===== src/rtl/sarx_pkg.sv =====
package sarx_pkg;

  typedef enum logic [1:0] {
    FR_RJ_MSB = 2'b00,
    FR_RJ_LSB = 2'b01,
    FR_I2S    = 2'b10,
    FR_RSVD   = 2'b11
  } framing_e;

  typedef enum logic [1:0] {
    AL_IDLE  = 2'b00,
    AL_ALIGN = 2'b01,
    AL_RUN   = 2'b10
  } align_e;

  function automatic framing_e framing_of(input logic [2:0] code);
    return framing_e'(code[1:0]);
  endfunction

  // level of the word-select clock that marks the left half
  function automatic logic left_level_of(input logic [2:0] code);
    return ~code[2];
  endfunction

  function automatic logic is_reserved(input logic [2:0] code);
    return code[1:0] == 2'b11;
  endfunction

endpackage


===== src/rtl/sarx_sync.sv =====
module sarx_sync #(
  parameter int STAGES = 2
) (
  input  logic clk,
  input  logic rst_n,
  input  logic bclk_in,
  input  logic lrck_in,
  input  logic sdata_in,
  output logic bclk_rise,
  output logic lr_s,
  output logic data_s
);
  localparam int NSIG = 3;

  logic [NSIG-1:0] raw;
  logic [NSIG-1:0] chain [STAGES];
  logic            bclk_last;

  assign raw = {bclk_in, lrck_in, sdata_in};

  genvar g;
  generate
    for (g = 0; g < STAGES; g++) begin : g_stage
      if (g == 0) begin : g_first
        always_ff @(posedge clk) begin
          if (!rst_n) chain[g] <= '0;
          else        chain[g] <= raw;
        end
      end else begin : g_next
        always_ff @(posedge clk) begin
          if (!rst_n) chain[g] <= '0;
          else        chain[g] <= chain[g-1];
        end
      end
    end
  endgenerate

  always_ff @(posedge clk) begin
    if (!rst_n) bclk_last <= 1'b0;
    else        bclk_last <= chain[STAGES-1][2];
  end

  assign bclk_rise = chain[STAGES-1][2] & ~bclk_last;
  assign lr_s      = chain[STAGES-1][1];
  assign data_s    = chain[STAGES-1][0];

endmodule


===== src/rtl/sarx_shifter.sv =====
module sarx_shifter
  import sarx_pkg::*;
#(
  parameter int WORD_W = 24
) (
  input  logic              clk,
  input  logic              rst_n,
  input  logic              clear,
  input  logic              bit_en,
  input  logic              lr_edge,
  input  framing_e          framing,
  input  logic              din,
  output logic [WORD_W-1:0] half_word
);
  localparam int CNT_W   = $clog2(WORD_W + 2);
  localparam int CNT_TOP = WORD_W + 1;

  logic [WORD_W-1:0] shreg;
  logic [CNT_W-1:0]  bit_idx;

  // first bit of a new half
  function automatic logic [WORD_W-1:0] seed_word(input framing_e fr, input logic d);
    logic [WORD_W-1:0] w;
    w = '0;
    case (fr)
      FR_RJ_LSB: w[WORD_W-1] = d;
      FR_I2S:    w = '0;
      default:   w[0] = d;
    endcase
    return w;
  endfunction

  // one further bit inside the current half
  function automatic logic [WORD_W-1:0] step_word(input framing_e fr,
                                                  input logic [WORD_W-1:0] cur,
                                                  input logic d,
                                                  input logic [CNT_W-1:0] idx);
    logic [WORD_W-1:0] w;
    case (fr)
      FR_RJ_LSB: w = {d, cur[WORD_W-1:1]};
      FR_I2S: begin
        if (idx >= CNT_W'(1) && idx <= CNT_W'(WORD_W)) w = {cur[WORD_W-2:0], d};
        else                                           w = cur;
      end
      default:   w = {cur[WORD_W-2:0], d};
    endcase
    return w;
  endfunction

  always_ff @(posedge clk) begin
    if (!rst_n || clear) begin
      shreg   <= '0;
      bit_idx <= '0;
    end else if (bit_en) begin
      if (lr_edge) begin
        shreg   <= seed_word(framing, din);
        bit_idx <= CNT_W'(1);
      end else begin
        shreg   <= step_word(framing, shreg, din, bit_idx);
        if (bit_idx != CNT_W'(CNT_TOP)) bit_idx <= bit_idx + CNT_W'(1);
      end
    end
  end

  assign half_word = shreg;

endmodule


===== src/rtl/sarx_frame_ctl.sv =====
module sarx_frame_ctl
  import sarx_pkg::*;
#(
  parameter int WORD_W = 24
) (
  input  logic              clk,
  input  logic              rst_n,
  input  logic              clear,
  input  logic              bclk_rise,
  input  logic              lr_s,
  input  logic              left_lvl,
  input  logic              reserved,
  input  logic [WORD_W-1:0] half_word,
  output logic              lr_edge,
  output logic              left_done,
  output logic              right_done,
  output logic [WORD_W-1:0] left_word,
  output logic [WORD_W-1:0] right_word,
  output logic              frame_valid
);
  align_e            st;
  logic              lr_last;
  logic              have_left;
  logic [WORD_W-1:0] left_hold;

  assign lr_edge    = bclk_rise && (st != AL_IDLE) && (lr_s != lr_last);
  assign left_done  = lr_edge && (st == AL_RUN) && (lr_last == left_lvl);
  assign right_done = lr_edge && (st == AL_RUN) && (lr_last != left_lvl);

  always_ff @(posedge clk) begin
    if (!rst_n) begin
      st          <= AL_IDLE;
      lr_last     <= 1'b0;
      have_left   <= 1'b0;
      left_hold   <= '0;
      left_word   <= '0;
      right_word  <= '0;
      frame_valid <= 1'b0;
    end else if (clear) begin
      st          <= AL_IDLE;
      have_left   <= 1'b0;
      frame_valid <= 1'b0;
    end else begin
      frame_valid <= 1'b0;
      if (bclk_rise) begin
        lr_last <= lr_s;
        case (st)
          AL_IDLE:  st <= AL_ALIGN;
          AL_ALIGN: if (lr_edge) st <= AL_RUN;
          default: begin
            if (left_done) begin
              left_hold <= half_word;
              have_left <= 1'b1;
            end else if (right_done) begin
              have_left <= 1'b0;
              if (have_left && !reserved) begin
                left_word   <= left_hold;
                right_word  <= half_word;
                frame_valid <= 1'b1;
              end
            end
          end
        endcase
      end
    end
  end

endmodule


===== src/rtl/serial_audio_rx.sv =====
module serial_audio_rx
  import sarx_pkg::*;
#(
  parameter int WORD_W      = 24,
  parameter int SYNC_STAGES = 2
) (
  input  logic              clk,
  input  logic              rst_n,
  input  logic [2:0]        fmt_code,
  input  logic              lrck_in,
  input  logic              bclk_in,
  input  logic              sdata_in,
  output logic [WORD_W-1:0] left_word,
  output logic [WORD_W-1:0] right_word,
  output logic              frame_valid
);
  logic [2:0]        fmt_q;
  logic              fmt_change;
  logic              fmt_reserved;
  logic              bclk_rise;
  logic              lr_s;
  logic              data_s;
  logic              lr_edge;
  logic              left_done;
  logic              right_done;
  logic [WORD_W-1:0] half_word;

  assign fmt_change   = (fmt_code != fmt_q);
  assign fmt_reserved = is_reserved(fmt_q);

  always_ff @(posedge clk) begin
    if (!rst_n) fmt_q <= 3'b000;
    else        fmt_q <= fmt_code;
  end

  sarx_sync #(.STAGES(SYNC_STAGES)) u_sync (
    .clk       (clk),
    .rst_n     (rst_n),
    .bclk_in   (bclk_in),
    .lrck_in   (lrck_in),
    .sdata_in  (sdata_in),
    .bclk_rise (bclk_rise),
    .lr_s      (lr_s),
    .data_s    (data_s)
  );

  sarx_shifter #(.WORD_W(WORD_W)) u_shift (
    .clk       (clk),
    .rst_n     (rst_n),
    .clear     (fmt_change),
    .bit_en    (bclk_rise),
    .lr_edge   (lr_edge),
    .framing   (framing_of(fmt_q)),
    .din       (data_s),
    .half_word (half_word)
  );

  sarx_frame_ctl #(.WORD_W(WORD_W)) u_frame (
    .clk         (clk),
    .rst_n       (rst_n),
    .clear       (fmt_change),
    .bclk_rise   (bclk_rise),
    .lr_s        (lr_s),
    .left_lvl    (left_level_of(fmt_q)),
    .reserved    (fmt_reserved),
    .half_word   (half_word),
    .lr_edge     (lr_edge),
    .left_done   (left_done),
    .right_done  (right_done),
    .left_word   (left_word),
    .right_word  (right_word),
    .frame_valid (frame_valid)
  );

endmodule


===== config.mk =====
export PLATFORM = sky130hd
export DESIGN_NAME = serial_audio_rx
export DESIGN_NICKNAME = d
export VERILOG_FILES = /design/src/rtl/sarx_pkg.sv /design/src/rtl/sarx_sync.sv /design/src/rtl/sarx_shifter.sv /design/src/rtl/sarx_frame_ctl.sv /design/src/rtl/serial_audio_rx.sv
export SDC_FILE = /design/constraint.sdc
export NUM_CORES = 1
export LEC_CHECK = 0
export ABC_AREA = 1
export BUFFER_PORTS_ARGS = -buffer_cell sky130_fd_sc_hd__buf_2
export CAP_MARGIN = 20
export CORE_MARGIN = 2
export CORE_UTILIZATION = 55
export DETAILED_ROUTE_END_ITERATION = 16
export GPL_ROUTABILITY_DRIVEN = 0
export PLACE_DENSITY = 0.8
export REMOVE_ABC_BUFFERS = 1
export SLEW_MARGIN = 20
export SYNTH_ARGS = -nofsm -noshare
export SYNTH_HDL_FRONTEND = slang
export SYNTH_SLANG_ARGS = --single-unit

===== constraint.sdc =====
create_clock -name clk -period 1.65 [get_ports clk]
set_input_delay 0 -clock clk [delete_from_list [all_inputs] [get_ports clk]]
set_output_delay 0 -clock clk [all_outputs]
set_load 0.01 [all_outputs]

---- Word-level counts from Yosys, hierarchy flattened ----
Memory sizes are Yosys's and may differ from the RTL's.
Cells that the tools add are included.
cells by class
  add/sub/neg operators ................... 1
  $lt $le $gt $ge ......................... 2
  equal/unequal tests ..................... 12
  mux-type cells .......................... 16
  bitwise logic cells ..................... 11
  reductions and logical operators ........ 26
operator list
  kind                                                   count
  2-to-1 mux 24 bit                                      2
  case mux 24 bit (2 select lines)                       1
  2-to-1 mux 5 bit                                       2
  NOT 1 bit                                              8
  nonzero test 2 bit                                     4
  logical AND 1 bit                                      7
  2-to-1 mux 1 bit                                       7
  OR reduction 7 bit                                     1
  equality test 2 bit, second input constant             3
  2-to-1 mux 3 bit                                       2
  AND reduction 2 bit                                    3
  AND reduction 3 bit                                    2
  AND reduction 6 bit                                    1
  OR reduction 2 bit                                     3
  adder 5 x 1 -> 5 bit, second input constant            1
  >= comparator 5 x 1 -> 1 bit, second input constant    1
  less-or-equal comparator 5 bit, second input constant  1
  != test 5 bit, second input constant                   1
  equality test 2 x 1 -> 1 bit, second input constant    2
  case mux 2 bit (2 select lines)                        1
  AND reduction 4 bit                                    1
  != test 3 x 1 -> 1 bit, second input constant          1
  != test 3 bit                                          1
  logical NOT 1 bit                                      2
  8 further kinds                                        10
storage, ports and cells
  flip-flop bits (word level) ............. 110
  memory bits (writable) .................. 6
  bits of input ports ..................... 8
  output and inout port bits .............. 49
  memories ................................ 1
memory list
  name          words  width  read ports  clocked after memory_dff  write ports  line             text
  u_sync.chain  2      3      2           0                         2            sarx_sync.sv:16  logic [NSIG-1:0] chain [STAGES];

---- Depth between registers and ports, before layout ----
Gate-level depths: netlist (run 1).
  word-level depth ........................ 8
  gate-level depth with buffers ........... 10
  mapped depth without buffers ............ 9

---- Cells and area by module ----
Synthesis (run 1) repeated with hierarchy kept, for this count alone.
second synthesis, totals
  cells, all modules ...................... 926
  area, all modules ....................... 5831.8 µm²
modules (own cells, without submodules)
  module           times used  cells each  area each (µm²)  sequential area each (µm²)
  sarx_frame_ctl   1           615         3807.4           1541.5
  sarx_shifter     1           265         1682.9           580.6
  sarx_sync        1           23          200.2            140.1
  serial_audio_rx  1           23          141.4            60.1

---- Least setup slack after synthesis (run 1) ----
OpenSTA, ideal clock, no wires.
  path kind ............................... register to register
  start point ............................. register fmt_q[0]
  end point ............................... register u_shift.shreg[14] (netlist: u_shift.half_word[14])
  library setup time ...................... 64 ps
  arrival time ............................ 1416 ps
  path slack .............................. 170 ps
  stages on the path, launching flop included .. 10
  clock period less this slack ............ 1480 ps
  path through ............................ dfxtp_1 > ha_1 > buf_2 > clkbuf_1 > nand2_1 > o21ai_0 > nand2_1 > nand3_1 > nand2_1 > nor2_1
on the way
  word-level cells in the longest chain between the ends .. 3
  elaborated cells between the ends (all ways) .. 8
RTL lines
  what                                                                        line                   text
  from (decl)                                                                 serial_audio_rx.sv:17  logic [2:0] fmt_q;
  from (signal assigned)                                                      serial_audio_rx.sv:33  else fmt_q <= fmt_code;
  equality test 2 bit or equality test 2 x 1 -> 1 bit (tied branches)         sarx_shifter.sv:39     case (fr)
  case mux 24 bit (2 select lines) or != test 3 x 1 -> 1 bit (tied branches)  --
  2-to-1 mux 24 bit or AND reduction 2 bit (tied branches)                    --
  to (signal assigned)                                                        sarx_shifter.sv:56     shreg <= seed_word(framing, din);
  to (signal assigned)                                                        sarx_shifter.sv:59     shreg <= step_word(framing, shreg, din, bit_idx);
  to (decl)                                                                   sarx_shifter.sv:18     logic [WORD_W-1:0] shreg;
Several ways; a longest one is shown, not always the timed one.
A chain may end at the register's enable or synchronous reset.

---- Final worst setup path (run 1) ----
  start point ............................. register u_frame.st[0]
  end point ............................... register u_shift.shreg[21] (netlist: u_shift.half_word[21])
on the way
  word-level cells in the longest chain between the ends .. 5
  elaborated cells between the ends (all ways) .. 6
RTL lines
  what                                 line                  text
  from (decl)                          sarx_frame_ctl.sv:21  align_e st;
  from (signal assigned)               sarx_frame_ctl.sv:32  st <= AL_IDLE;
  from (signal assigned)               sarx_frame_ctl.sv:40  st <= AL_IDLE;
  from (signal assigned)               sarx_frame_ctl.sv:48  AL_IDLE: st <= AL_ALIGN;
  nonzero test 2 bit (*)               sarx_frame_ctl.sv:26  assign lr_edge = bclk_rise && (st != AL_IDLE) && (lr_s != lr_last);
  logical AND 1 bit (*) (2 in series)  sarx_frame_ctl.sv:26
  != test 3 x 1 -> 1 bit (no line)     --
  AND reduction 2 bit (no line)        --
Every way passes the cells marked *; elsewhere a longest branch is shown, timed or not.

==> qor.yml, run 1 <==
global_routing:
  grt_use_total_pct: 23.88
  top_usage_layer: "met2"
  grt_overflow_total: 0
  grt_pass1_wl_mm: 19.81
  grt_pass1_vias: 4552
  antenna_found_initial: 0
  met2_usage_pct: 41.03
  gr-usage-met1_pct: 28.12
  grt_max_degree: 49
  met3_usage_pct: 7.119
floorplanning:
  num_rows: 36
  core_um2: 9594
  start_util_pct: 55.82
  die_h_um: 102.7
  die-area_um2: 10540
  die_w_um: 102.7
  ios: 57
setup_path:
  r2r-end: "u_shift.half_word[21]$_SDFFE_PP0P_"
  startpoint_type: "flip-flop"
  path_class: "flip-flop to flip-flop"
  cp.arrival_ns: 2.06
  path_max_fanout: 12
  reg2reg_slack_ns: 0.009
  crit-reg2reg-launch: "u_frame.st[0]$_SDFFE_PP0P_"
  cp.required_ns: 2.07
  crit_path_end_kind: "flip-flop"
  ff2ff_path_depth: 8
routing:
  dr.pass1.iters: 6
  viasPerCell: 5.246
  wl_per_cell_um: 13.34
  drt_wl_total_mm: 13.42
  vias: 5277
  ant_nets: 0
  drt_iter0_drc: 471
  drc_errors: 0
pwr:
  seq_power_share_pct: 42.6
  p_sw_w: 0.001401
  p_leak_nw: 2.750
  power_density_nw_per_um2: 984.0
  clkPwrFrac_pct: 52.3
  peakVddDrop_v: 0.0006069
  p_int_w: 0.005254
  pwr-share-comb_pct: 5.1
  switching_share_pct: 21.05
sta:
  finalHoldWorstSlack_ns: 0.2005
  layout_setup_ws_ns: 0.009134
  finClkSkew_ns: 0.006878
  finalHoldViolCount: 0
  slew_viol_final: 0
  finalCritPeriodShare_pct: 99.45
  max_slew_margin_pct: 69.16
  setup-tns-final_ns: 0
  max_slew.worst_pin.slew_ns: 0.4627
  setup_viol: 0
  fmax_mhz: 609.4
  period_needed_ns: 1.641
clock_tree:
  htreeDepth: 4
  cts_tree: "built"
  clockBufferDepth: 2
  cts.clk_slew.worst_paths_ns: 0.06
  cts_buffers: 17
  insertion_delay_ns: 0.52
  cts_root_buf: "clkbuf_8"
  cts.sinks: 116
layout:
  stdcell_count: 1006
  final_util_pct: 70.49
  final_cell_mix: "nor2_1, nand2_1, dfxtp_1"
  drive_above_1_share_pct: 17.53
  final_net_count: 878
  n_antenna_cell: 0
  area_growth_pct: 26.29
  final_common_cell: "nor2_1"
run_status:
  status: "complete, no violations"
yosys:
  synth_fa_ha_area_share_pct: 1.402
  synth_xor_area_share_pct: 1.075
  avgSynthCellArea_um2: 6.745
  yosys.area_share.simple_pct: 37.71
  syn_area_um2: 5355
  syn_inst: 794
  synth_top_family_by_area: "simple AND/OR/NAND/NOR gates"
  synthMuxAreaShare_pct: 0
  synth-compound-area-share_pct: 5.654
  synth_cell_types: 25
  ys_ff_latch: 116
  ys_warn_count: 0
  synth-seq-area-share_pct: 43.36
place:
  dp_worst_setup_slack_ns: 0.04356
  dp.cells: 954
  dp_hpwl_mm: 7.624
  portBuffers: 56
worst_hold_path:
  min-delay-start: "bclk_in"
  hold_end: "u_sync.chain[0][2]$_SDFF_PN0_"
  min_path_type: "primary input to flip-flop"
  whs_path_depth: 4
job:
  maxCapViolCount: 0
stage by stage:
stage | power (W) | area (µm²)
final | 0.006655 | 6763
after floorplan | 0.003071 | 5066
after global routing | 0.006881 | 6763
after detailed placement | 0.003177 | 5798
after global placement | 0.003163 | 5798
after CTS | 0.006651 | 6460
cell families after synthesis:
group                      after synthesis
and+or+nand+nor                        482
buffers and inverters                  126
DFF                                    116
AOI/OAI and AO/OA                       60
adders and majority gates                6
xor gates and xnor gates                 4
power by group through the flow:
stage                     Clock [W]  Combinational [W]  Sequential, W
after CTS                   0.00351           0.000305        0.00283
after detailed placement          0           0.000285        0.00289
after global routing        0.00367           0.000374        0.00283
final                       0.00348           0.000340        0.00283
after floorplan                   0           0.000181        0.00289
after global placement            0           0.000272        0.00289
synth_stat cells, drive strengths merged:
library cell  instances  share of area (%)
nor2                189                 14
nand2               181                 13
dfxtp               116                 43
nand3               103                9.8
inv                  77                5.4
buf                  37                4.6
a21oi                32                3.0
o21ai                27                2.5
clkbuf               12               0.84
ha                    6                1.4
nand4                 6               0.82
xnor2                 3               0.91
nor3                  2               0.19
a21boi                1               0.14
nor4                  1               0.12
xor2                  1               0.16
critical path, cell delays in order, from the launching register on:
cell	delay [ns]
dfxtp_1	0.34
nor2_1	0.20
nor2_4	0.05
buf_4	0.14
a21boi_1	0.19
nand2_2	0.18
buf_6	0.20
a21oi_1	0.15
nor2_1	0.06
how the worst max path moves through the flow:
| stage | depth (start not counted) | slack (ns) | startpoint | to |
|---|---|---|---|---|
| global route | 9 | -0.02 | u_frame.st[0]$_SDFFE_PP0P_ | u_shift.half_word[6]$_SDFFE_PP0P_ |
| detailed placement | 9 | 0.04 | u_shift.bit_idx[0]$_SDFFE_PP0P_ | u_shift.half_word[23]$_SDFFE_PP0P_ |
| CTS | 7 | 0.03 | fmt_q[0]$_SDFF_PN0_ | u_frame.left_word[4]$_SDFFE_PN0P_ |
| finish | 8 | 0.009 | u_frame.st[0]$_SDFFE_PP0P_ | u_shift.half_word[21]$_SDFFE_PP0P_ |
| floorplan | 7 | -0.39 | u_frame.st[1]$_SDFFE_PP0P_ | u_frame.left_word[0]$_SDFFE_PN0P_ |
| global placement | 8 | 0.17 | fmt_q[0]$_SDFF_PN0_ | u_frame.left_word[0]$_SDFFE_PN0P_ |
cell type report:
class,count,area (µm²)
fill,773,2831
multi-input combinational,552,2515
sequential,116,2332
timing repair buffer,100,898.4
clock buffer,23,486.7
inverter,77,289.0
tap,133,166.4
clock inverter,5,75.07
what timing repair did:
item / in CTS / in global routing
setup endpoints to repair: 0 / 75
endpoints found under the hold margin: 10 / 0
hold buffers: 10 / 0
gates resized for setup: 0 / 22
buffers inserted: 0 / 6
routing by layer:
metal | up-vias | share of wire, %
li1 | 2603 | -
met1 | 2436 | 40
met2 | 209 | 50
met3 | 29 | 8.0
met4 | 0 | 1.5
met5 | - | 0
state kept, by name (all words and copies together) (netlist names):
register and count:
u_sync.chain 6, u_frame.left_word 24, u_shift.half_word 24, u_frame.frame_valid 1, u_frame.lr_last 1, u_frame.left_hold 24
u_sync.bclk_last 1, u_frame.st 2, u_frame.have_left 1, u_shift.bit_idx 5, u_frame.right_word 24, fmt_q 3
No activity file was read; power rests on OpenSTA's default activity.
==> inputs of run 2 (changes only) <==
- CORE_UTILIZATION: 55 -> 23
- PLACE_DENSITY: 0.8 -> 0.43
==> qor.yml, run 2 (synthesis results as in run 1) <==
worst_hold_path:
  hold_end: "u_frame.lr_last$_SDFFE_PN0P_"
  min-delay-start: "rst_n"
  whs_path_depth: 3
  min_path_type: "primary input to flip-flop"
clock_tree:
  insertion_delay_ns: 0.42
  cts_tree: "built"
  cts_root_buf: "clkbuf_16"
  cts.sinks: 116
  cts.clk_slew.worst_paths_ns: 0.06
  htreeDepth: 4
  cts_buffers: 17
  clockBufferDepth: 2
pwr:
  power_w: 0.006587
  peakVddDrop_v: 0.0004363
  power_density_nw_per_um2: 959.8
  p_leak_nw: 2.699
place:
  dp.cells: 1139
  dp_hpwl_mm: 8.943
  portBuffers: 56
setup_path:
  r2r-end: "u_frame.right_word[4]$_SDFFE_PN0P_"
  cp.arrival_ns: 1.83
  path_max_fanout: 26
  path_class: "flip-flop to flip-flop"
  ff2ff_path_depth: 8
  startpoint_type: "flip-flop"
  cp.required_ns: 1.96
  crit-reg2reg-launch: "fmt_q[0]$_SDFF_PN0_"
  crit_path_end_kind: "flip-flop"
  reg2reg_slack_ns: 0.13
layout:
  stdcell_count: 1183
  final_cell_mix: "nor2_1, nand2_1, dfxtp_1"
  drive_above_1_share_pct: 17.13
  n_antenna_cell: 0
  final_common_cell: "nor2_1"
  area_growth_pct: 28.15
  final_net_count: 871
run_status:
  status: "complete, no violations"
floorplanning:
  die_h_um: 156.6
  num_rows: 55
  core_um2: 22780
  die_w_um: 156.6
  ios: 57
  start_util_pct: 23.51
  die-area_um2: 24520
sta:
  fmax_mhz: 658.0
  rsz0062_at_grt: "true"
  setup-tns-final_ns: 0
  max_slew_margin_pct: 75.73
  setup_viol: 0
  finalHoldViolCount: 0
  finClkSkew_ns: 0.008140
  finalCritPeriodShare_pct: 92.11
  slew_viol_final: 0
  max_slew.worst_pin.slew_ns: 0.3607
  period_needed_ns: 1.520
routing:
  ant_nets: 0
  drt_iter0_drc: 249
  vias: 4827
  viasPerCell: 4.080
  drc_errors: 0
  drt_wl_total_mm: 14.13
  dr.pass1.iters: 4
  wl_per_cell_um: 11.95
global_routing:
  grt_overflow_total: 0
  grt_pass1_vias: 4577
  antenna_found_initial: 0
  grt_use_total_pct: 11.71
  grt_max_degree: 83
  grt_pass1_wl_mm: 22.80
job:
  maxCapViolCount: 0
## run 2: worst max path at each step
| stage | slack, ns | cells after the start | start | endpoint |
|---|---|---|---|---|
| after global routing | -0.01 | 8 | u_sync.chain[1][2]$_SDFF_PN0_ | u_frame.left_hold[11]$_SDFFE_PN0P_ |
| after global placement | 0.07 | 8 | fmt_q[0]$_SDFF_PN0_ | u_frame.left_word[14]$_SDFFE_PN0P_ |
| after detailed placement | 0.08 | 8 | fmt_q[0]$_SDFF_PN0_ | u_frame.right_word[4]$_SDFFE_PN0P_ |
| after floorplan | -0.39 | 7 | u_frame.st[1]$_SDFFE_PP0P_ | u_frame.left_word[0]$_SDFFE_PN0P_ |
| after CTS | 0.07 | 8 | fmt_q[0]$_SDFF_PN0_ | u_frame.right_word[4]$_SDFFE_PN0P_ |
| final | 0.13 | 8 | fmt_q[0]$_SDFF_PN0_ | u_frame.right_word[4]$_SDFFE_PN0P_ |
## run 2: worst max-delay path: stages (launching register included)
cell	delay (ns)
dfxtp_2	0.35
ha_1	0.21
nor2_2	0.16
inv_1	0.09
nor2_4	0.19
buf_12	0.19
nand3_1	0.10
nand2_1	0.07
nor2_1	0.04
## run 2: timing repair
action                                 CTS  global route
resized for setup                        0            14
endpoints found under the hold margin    6             0
hold buffers                             6             0
setup endpoints to repair                0            75
setup buffers                            0             3
## run 2: layout make-up
type	count	area, µm²
Clock buffer	24	501.7
Fill cell	2544	15920
Clock inverter	8	50.05
Multi-Input combinational cell	552	2502
Tap cell	313	391.6
Inverter	77	289.0
Timing Repair Buffer	93	800.8
Sequential cell	116	2327
## run 2: layer usage
| metal | up-vias | share of wire, % | track usage [%] |
|---|---|---|---|
| met2 | 58 | 44 | 18.40 |
| met1 | 2167 | 50 | 15.02 |
| met3 | 12 | 4.8 | 4.182 |
| met4 | 0 | 1.2 | 3.582 |
| met5 | - | 0 | 0 |
| li1 | 2590 | - | - |
## run 2: stage by stage
stage               hold slack (ns)  cell area (µm²)  utilization [%]  setup slack [ns]
finish                      0.02463             6863            30.13            0.1302
global route                0.03022             6863            30.13         -0.009998
CTS                        0.002680             6715            29.48           0.06706
detailed placement           0.1828             6103            26.79           0.08326
global placement             0.1845             6103            26.79           0.07364
floorplan                   0.09345             5066                -           -0.3950
## run 2: report_power, final
part	internal [W]	total, W	leakage (nW)	switching [W]
combinational	0.000122	0.000324	1.50	0.000202
sequential	0.00282	0.00283	0.938	0.0000140
clock	0.00210	0.00343	0.264	0.00132
total	0.00505	0.00659	2.70	0.00154
